--- src/rtl/hs4_pkg.sv ---
package hs4_pkg;

  localparam int NUM_LINES = 3;

  // Input vector order: {up_req, dp_done, dn_ack}
  typedef logic [NUM_LINES-1:0] hs_lines_t;
  // Output vector order: {dp_start, dn_req, up_ack}
  typedef logic [NUM_LINES-1:0] hs_drive_t;

  typedef enum logic [2:0] {
    ST_IDLE    = 3'd0,
    ST_RUN     = 3'd1,
    ST_PUSH    = 3'd2,
    ST_GRANT   = 3'd3,
    ST_CLEAR   = 3'd4,
    ST_RELEASE = 3'd5
  } hs_state_t;

  // Input vector seen while a state waits.
  function automatic hs_lines_t entry_vec(hs_state_t s);
    unique case (s)
      ST_IDLE:    return 3'b000;
      ST_RUN:     return 3'b100;
      ST_PUSH:    return 3'b110;
      ST_GRANT:   return 3'b111;
      ST_CLEAR:   return 3'b011;
      ST_RELEASE: return 3'b001;
      default:    return 3'b000;
    endcase
  endfunction

  // Input vector that lets a state advance.
  function automatic hs_lines_t exit_vec(hs_state_t s);
    unique case (s)
      ST_IDLE:    return 3'b100;
      ST_RUN:     return 3'b110;
      ST_PUSH:    return 3'b111;
      ST_GRANT:   return 3'b011;
      ST_CLEAR:   return 3'b001;
      ST_RELEASE: return 3'b000;
      default:    return 3'b100;
    endcase
  endfunction

  function automatic hs_state_t succ_of(hs_state_t s);
    unique case (s)
      ST_IDLE:    return ST_RUN;
      ST_RUN:     return ST_PUSH;
      ST_PUSH:    return ST_GRANT;
      ST_GRANT:   return ST_CLEAR;
      ST_CLEAR:   return ST_RELEASE;
      default:    return ST_IDLE;
    endcase
  endfunction

  function automatic hs_drive_t drive_of(hs_state_t s);
    unique case (s)
      ST_RUN:     return 3'b100;
      ST_PUSH:    return 3'b110;
      ST_GRANT:   return 3'b111;
      ST_CLEAR:   return 3'b011;
      ST_RELEASE: return 3'b001;
      default:    return 3'b000;
    endcase
  endfunction

  function automatic logic is_legal(hs_state_t s, hs_lines_t v);
    return (v == entry_vec(s)) || (v == exit_vec(s));
  endfunction

endpackage

--- src/rtl/hs4_sync.sv ---
module hs4_sync #(
  parameter int W      = 3,
  parameter int STAGES = 2
) (
  input  logic         clk,
  input  logic         rst_n,
  input  logic [W-1:0] d_in,
  output logic [W-1:0] d_out
);

  generate
    if (STAGES == 0) begin : g_bypass
      assign d_out = d_in;
    end else begin : g_chain
      logic [STAGES-1:0][W-1:0] chain;
      always_ff @(posedge clk or negedge rst_n) begin
        if (!rst_n) begin
          chain <= '0;
        end else begin
          chain[0] <= d_in;
          for (int i = 1; i < STAGES; i++) chain[i] <= chain[i-1];
        end
      end
      assign d_out = chain[STAGES-1];
    end
  endgenerate

endmodule

--- src/rtl/hs4_seq.sv ---
module hs4_seq
  import hs4_pkg::*;
(
  input  logic      clk,
  input  logic      rst_n,
  input  hs_lines_t lines,
  output hs_state_t state,
  output hs_drive_t drive,
  output logic      step_evt
);

  hs_state_t state_nx;

  assign step_evt = (lines == exit_vec(state));
  assign state_nx = step_evt ? succ_of(state) : state;

  // Outputs registered alongside the state so they never glitch.
  always_ff @(posedge clk or negedge rst_n) begin
    if (!rst_n) begin
      state <= ST_IDLE;
      drive <= '0;
    end else begin
      state <= state_nx;
      drive <= drive_of(state_nx);
    end
  end

endmodule

--- src/rtl/hs4_guard.sv ---
module hs4_guard
  import hs4_pkg::*;
(
  input  logic      clk,
  input  logic      rst_n,
  input  hs_state_t state,
  input  hs_lines_t lines,
  output logic      bad_evt,
  output logic      err_flag
);

  assign bad_evt = !is_legal(state, lines);

  always_ff @(posedge clk or negedge rst_n) begin
    if (!rst_n)       err_flag <= 1'b0;
    else if (bad_evt) err_flag <= 1'b1;
  end

endmodule

--- src/rtl/hs4_stage_ctrl.sv ---
module hs4_stage_ctrl
  import hs4_pkg::*;
#(
  parameter int SYNC_STAGES = 2
) (
  input  logic clk,
  input  logic rst_n,
  input  logic up_req,
  input  logic dp_done,
  input  logic dn_ack,
  output logic dp_start,
  output logic dn_req,
  output logic up_ack,
  output logic order_err
);

  hs_lines_t raw_lines;
  hs_lines_t in_sync;
  hs_state_t cur_state;
  hs_drive_t drive;
  logic      step_evt;
  logic      bad_evt;

  assign raw_lines = {up_req, dp_done, dn_ack};

  hs4_sync #(.W(NUM_LINES), .STAGES(SYNC_STAGES)) u_sync (
    .clk   (clk),
    .rst_n (rst_n),
    .d_in  (raw_lines),
    .d_out (in_sync)
  );

  hs4_seq u_seq (
    .clk      (clk),
    .rst_n    (rst_n),
    .lines    (in_sync),
    .state    (cur_state),
    .drive    (drive),
    .step_evt (step_evt)
  );

  hs4_guard u_guard (
    .clk      (clk),
    .rst_n    (rst_n),
    .state    (cur_state),
    .lines    (in_sync),
    .bad_evt  (bad_evt),
    .err_flag (order_err)
  );

  assign {dp_start, dn_req, up_ack} = drive;

endmodule

--- config.mk ---
export PLATFORM = sky130hd
export DESIGN_NAME = hs4_stage_ctrl
export DESIGN_NICKNAME = d
export VERILOG_FILES = /design/src/rtl/hs4_pkg.sv /design/src/rtl/hs4_sync.sv /design/src/rtl/hs4_seq.sv /design/src/rtl/hs4_guard.sv /design/src/rtl/hs4_stage_ctrl.sv
export SDC_FILE = /design/constraint.sdc
export NUM_CORES = 1
export LEC_CHECK = 0
export ABC_AREA = 1
export BUFFER_PORTS_ARGS = -buffer_cell sky130_fd_sc_hd__buf_2
export CAP_MARGIN = 10
export CORE_AREA = 4 4 41 43
export CTS_CLUSTER_SIZE = 10
export DETAILED_ROUTE_END_ITERATION = 10
export DIE_AREA = 0 0 45 47
export PLACE_DENSITY = 0.7
export SETUP_SLACK_MARGIN = 0.4
export SKIP_LAST_GASP = 1
export SLEW_MARGIN = 0
export SYNTH_ARGS = -nofsm -noshare
export SYNTH_HDL_FRONTEND = slang
export SYNTH_SLANG_ARGS = --single-unit
--- constraint.sdc ---
create_clock -name clk -period 3.65 [get_ports clk]
set_clock_uncertainty 0.05 [all_clocks]
set_input_delay 0.1825 -clock clk [delete_from_list [all_inputs] [get_ports clk]]
set_output_delay 0.1825 -clock clk [all_outputs]
set_load 0.005 [all_outputs]
==> flow_summary_export.csv, run 1 <==
group,metric,value,unit
run_status,status,"completed",
yosys,synthTopCellsByArea,"dfrtp_1 (50%), nand2_1 (11%), nand3_1 (6.9%)",
sta,clock.fmax,0.6296,GHz
global_route,grt_first_pass_wirelength,1.952,mm
yosys,synth_cell_types,17,
place,dp_worst_setup_slack,2063,ps
cts,clk_latency,280,ps
place,place_congestion,0.7270,
die,initial_core_util,0.5048,
sta,final_max_slew_viol_count,0,
place,dp_hpwl,841.7,um
cells_and_area,fin_nets,97,
flow_run,cap_violations,0,
setup_path,crit_path_start,"u_seq.state[1]",
yosys,ys_ff_latch,13,
die,fp.coreArea,1301,um^2
power_and_ir_drop,vdd_ir_drop_max,0.3920,mV
cells_and_area,insertedDiodeCount,0,
power_and_ir_drop,comb_power_share,0.519,
setup_path,cp-start-kind,"register",
yosys,synth_nets,80,
yosys,seq_area_frac_synth,0.4952,
sta,hold_viol,0,
min_path,min_path_type,"in2async",
cts,root_buffer,"clkbuf_4",
setup_path,worstPathArrival,1700,ps
cts,cts_made_buffers,3,
power_and_ir_drop,clockPowerShare,0.141,
setup_path,end_kind,"register",
route,wl_per_cell,10.79,um
route,ant_nets,0,
yosys,syn_inst,75,
cts,cts_num_sinks,13,
global_route,track_usage,0.1347,
global_route,grt_max_degree,14,
power_and_ir_drop,power_leakage,0.4177,nW
sta,rsz0062_at_grt,"false",
die,fp-row-count,13,
sta,fin_tns_setup,0,ps
place,detailed_place.area,715.7,um^2
global_route,grt_pass1_vias,467,
sta,min_period,1588,ps
cts,post-cts-setup-buffers,0,
setup_path,endpoint,"u_seq.drive[0]",
setup_path,worstReg2RegStart,"u_seq.state[1]",
setup_path,worstReg2RegEnd,"u_seq.drive[0]",
die,die_area,2115,um^2
route,firstDrtPassIters,4,
yosys,netlist_area,656.9,um^2
route,viasPerCell,5.057,
yosys,synth_top_area_share,0.4952,
cts,htreeDepth,1,
sta,fin_ws,2062,ps
yosys,synth_area_leader_cell,"dfrtp_1",
global_route,grt-ovfl-total,0,
cts,cts_buffer_depth,2,
die,io_pins,9,
power_and_ir_drop,power-per-cell-area,783.4,nW/um^2
cts,clkTransAtPathRegs,80,ps
sta,worstMarginPinSlew,278.2,ps
power_and_ir_drop,swShare,0.4510,
setup_path,critPathMaxFanout,7,
place,dp_cells,98,
setup_path,ff2ff_path_depth,10,
route,drc_errors,0,
route,drtIter0Drc,11,
sta,setup_viol,0,
global_route,antenna_found_initial,0,
cells_and_area,stdcell_count,106,
cells_and_area,final_cell_mix,"nand2_1 (20), dfrtp_1 (13), nand3_1 (9), buf_2 (8), nand2_2 (7)",
die,die_h,47,um
cts,tritoncts,"done",
power_and_ir_drop,intPower,336.9,uW
place,port_buffers,8,
sta,relSlewSlack,0.8146,
route,via_count,536,
power_and_ir_drop,seqPwrFrac,0.340,
setup_path,crit_required,3760,ps
cells_and_area,drive_gt1_frac,0.2967,
cells_and_area,mostFrequentLayoutCell,"nand2_1",
die,die_w,45,um
sta,post-route-period-util,0.4352,
setup_path,crit_type,"reg2reg",
yosys,syn_area_per_cell,8.758,um^2
cells_and_area,syn2layout_area_growth,19.24,%
setup_path,rrSetupSlack,2060,ps
power_and_ir_drop,switching_power,276.7,uW
route,wirelength,1.144,mm
cells_and_area,final_area,783.3,um^2
yosys,yosysWarnings,0,
[per-layer routing]
layer  vias to the layer above  GRT usage  routed length (um)
met5                         -          0                   0
met4                         0     0.1053                  39
met3                         5    0.02299                  63
met2                        15     0.1864                 526
met1                       247     0.1860                 514
li1                        269          -                   -
[cell families (layout without fill, tap and decap cells)]
group,after synthesis,in the layout,synth area share
flip-flops,13,13,0.4952
AND/OR/NAND/NOR,45,45,0.3714
buffers and inverters,8,24,0.04572
AO/OA/AOI/OAI,7,7,0.06095
XOR/XNOR,2,2,0.02667
[power groups by stage]
stage               clock network (mW)  registers [mW]  logic [mW]
floorplan                            0           0.208       0.254
global placement                     0           0.211       0.311
detailed placement                   0           0.210       0.316
CTS                             0.0903           0.208       0.320
global route                    0.0981           0.213       0.361
finish                          0.0867           0.208       0.319
[cell usage after synthesis]
cell type and instances:
a21o_2 1, nand3_1 9, o22ai_1 1, nor3_1 1
inv_1 6, nand2_4 3, nor2_2 1, a21oi_1 4
nor2_8 1, xor2_1 2, inv_2 2, nand2_1 20
nand3b_1 1, o21ai_1 1, nor2_1 2, nand2_2 7
dfrtp_1 13
[layout make-up]
cell class                      count  area, um^2
Fill cell                         116       518.0
Sequential cell                    13       325.3
Multi-Input combinational cell     54       301.5
Timing Repair Buffer               12       80.08
Inverter                            8       30.03
Clock buffer                        3       22.52
Tap cell                           15       18.77
Clock inverter                      1       5.005
[sequential cells by signal (all words and copies together) (netlist names)]
register / cells
u_seq.drive: 3
u_seq.state: 3
u_sync.d_out: 3
u_sync.g_chain.chain: 3
u_guard.err_flag: 1
[how the worst min path moves through the flow]
stage                               to  cells after the start  start  slack [ps]
6_report                u_seq.state[1]                      2  rst_n         260
5_1_grt               u_guard.err_flag                      2  rst_n         280
4_1_cts                 u_seq.state[1]                      2  rst_n         270
3_5_place_dp          u_guard.err_flag                      1  rst_n          30
3_3_place_gp   u_sync.g_chain.chain[1]                      1  rst_n          20
2_1_floorplan         u_guard.err_flag                      0  rst_n        -160
[critical path: stages (launching register included)]
cell and delay [ps]:
dfrtp_1 470, nand3_1 160, nand2_1 110, nand2_2 90
nand2_4 60, nor2_8 130, nand2_4 90, nand2_1 80
nand2_2 70, nor2_2 120, a21oi_1 50
[what timing repair did]
item | in CTS | in global routing
endpoints found under the hold margin | 16 | 0
hold buffers | 4 | 0
setup endpoints to repair | 0 | 0
gates resized for setup | 0 | 0
[through the flow]
step                hold WS [ps]  power (mW)  utilization
floorplan                 -163.1      0.4625            -
global route               276.1      0.6719       0.6019
global placement           22.42      0.5219       0.5500
CTS                        272.8      0.6178       0.6019
finish                     255.3      0.6136       0.6019
detailed placement         26.71      0.5261       0.5500
No activity file was read; power rests on OpenSTA's default activity.
==> run 2: changes to the inputs <==
- CORE_AREA: 4 4 41 43 -> default
- CORE_MARGIN: default -> 4
- CORE_UTILIZATION: default -> 48
- DIE_AREA: 0 0 45 47 -> default
- PLACE_DENSITY: 0.7 -> 0.71
- clock period: 3.65 -> 1.4 ns (I/O delays scaled with it)
==> flow_summary_export.csv, run 2 (same netlist as run 1, synthesis figures left out) <==
group,metric,value,unit
cells_and_area,final_cell_mix,"buf_4 (16), nand2_2 (12), dfrtp_1 (10), nand2_4 (9), nand2_1 (9)",
setup_path,worstPathArrival,1750,ps
cells_and_area,insertedDiodeCount,0,
global_route,grt_max_degree,14,
die,die_area,2025,um^2
power_and_ir_drop,vdd_ir_drop_max,1.404,mV
cells_and_area,post-route-util,0.7904,
sta,holdWs,141.4,ps
route,ant_nets,0,
cts,root_buffer,"clkbuf_4",
setup_path,crit_type,"reg2reg",
setup_path,cp-start-kind,"register",
sta,final_max_slew_viol_count,0,
cells_and_area,mostFrequentLayoutCell,"buf_4",
place,detailed_place.area,810.8,um^2
die,die_w,45.00,um
die,io_pins,9,
sta,worstMarginPinSlew,278.7,ps
place,dp_cells,107,
cells_and_area,stdcell_count,123,
sta,clock.fmax,0.6174,GHz
power_and_ir_drop,power_leakage,0.5218,nW
run_status,violations,"negative setup slack",
sta,setup_viol,7,
sta,hold_viol,0,
route,viasPerCell,5.293,
setup_path,end_kind,"register",
power_and_ir_drop,total_power,2.287,mW
sta,rsz0062_at_grt,"true",
route,wirelength,1.730,mm
die,die_h,45.00,um
cells_and_area,fin_nets,114,
place,place_congestion,0.7502,
min_path,min_path_type,"in2async",
cts,cts_buffer_depth,2,
die,fp-row-count,13,
cts,clkTransAtPathRegs,80,ps
route,drc_errors,0,
setup_path,critPathMaxFanout,7,
place,port_buffers,8,
cts,cts_num_sinks,13,
route,drtIter0Drc,28,
route,wl_per_cell,14.07,um
cells_and_area,syn2layout_area_growth,56.57,%
route,via_count,651,
global_route,track_usage,0.1784,
die,initial_core_util,0.5048,
sta,post-route-period-util,1.157,
global_route,grt_pass1_vias,601,
run_status,status,"finished, violations left",
cells_and_area,final_area,1028,um^2
route,firstDrtPassIters,4,
global_route,grt_first_pass_wirelength,2.573,mm
power_and_ir_drop,power-per-cell-area,2224,nW/um^2
sta,relSlewSlack,0.8142,
flow_run,cap_violations,0,
cts,cts_made_buffers,3,
cts,clk_latency,290,ps
sta,fin_tns_setup,-1130,ps
place,dp_hpwl,962.5,um
die,fp.coreArea,1301,um^2
cts,htreeDepth,1,
global_route,antenna_found_initial,0,
cells_and_area,drive_gt1_frac,0.6019,
place,dp_worst_setup_slack,-149.0,ps
setup_path,crit_required,1530,ps
sta,fin_ws,-219.7,ps
setup_path,rrSetupSlack,-220,ps
cts,tritoncts,"done",
sta,min_period,1620,ps
global_route,grt-ovfl-total,0,
[run 2: changes by cell type in the layout (fill, tap and decap cells not counted), moves of 4 or more]
cell	previous run	this run
buf_4	0	16
nand2_1	20	9
nand2_2	7	12
nand2_4	3	9
nand3_1	9	4
nand3_2	0	4
[run 2: repair_timing]
action                                 CTS  global route
setup buffers                            4             4
endpoints found under the hold margin   16             0
hold buffers                             4             0
pin swaps                               10            11
resized for setup                        9            16
setup endpoints to repair                7             7
[run 2: layout make-up]
type | count | area [um^2]
clock buffers | 3 | 22.52
inverters | 8 | 37.54
multi-input cells | 54 | 404.1
clock inverters | 1 | 5.005
well taps | 15 | 18.77
repair buffers | 29 | 211.5
fillers | 84 | 272.8
flip-flops and latches | 13 | 329.1
[run 2: worst paths after layout]
kind / to / from / cells after the start
setup / recovery: u_seq.drive[1] / u_seq.state[0] / 10
hold / removal: u_guard.err_flag / rst_n / 2
setup reg to reg: u_seq.drive[1] / u_seq.state[0] / 10
hold reg to reg: u_sync.d_out[2] / u_sync.g_chain.chain[2] / 0
max in group asynchronous: u_seq.state[2] / rst_n / 2
min in group clk: u_sync.d_out[2] / u_sync.g_chain.chain[2] / 0
[run 2: layer usage]
layer | up-vias | routed length (um) | track usage
met2 | 19 | 863 | 0.2994
met5 | - | 0 | 0
met3 | 7 | 82 | 0.02789
met1 | 320 | 745 | 0.2208
met4 | 0 | 38 | 0.08772
li1 | 305 | - | -
[run 2: worst max-delay path: stages (launching register included)]
cell,delay (ps)
dfrtp_2,470
inv_1,130
nand3_2,140
nand2_2,120
nand2_2,60
nand2_4,110
nand2_4,110
nand2_4,80
nand2_4,70
nor2_4,120
a21oi_1,40
[run 2: report_power, final]
part	total [mW]	internal, mW	switching (mW)
combinational	1.46	0.672	0.792
clock	0.240	0.106	0.134
sequential	0.582	0.473	0.110
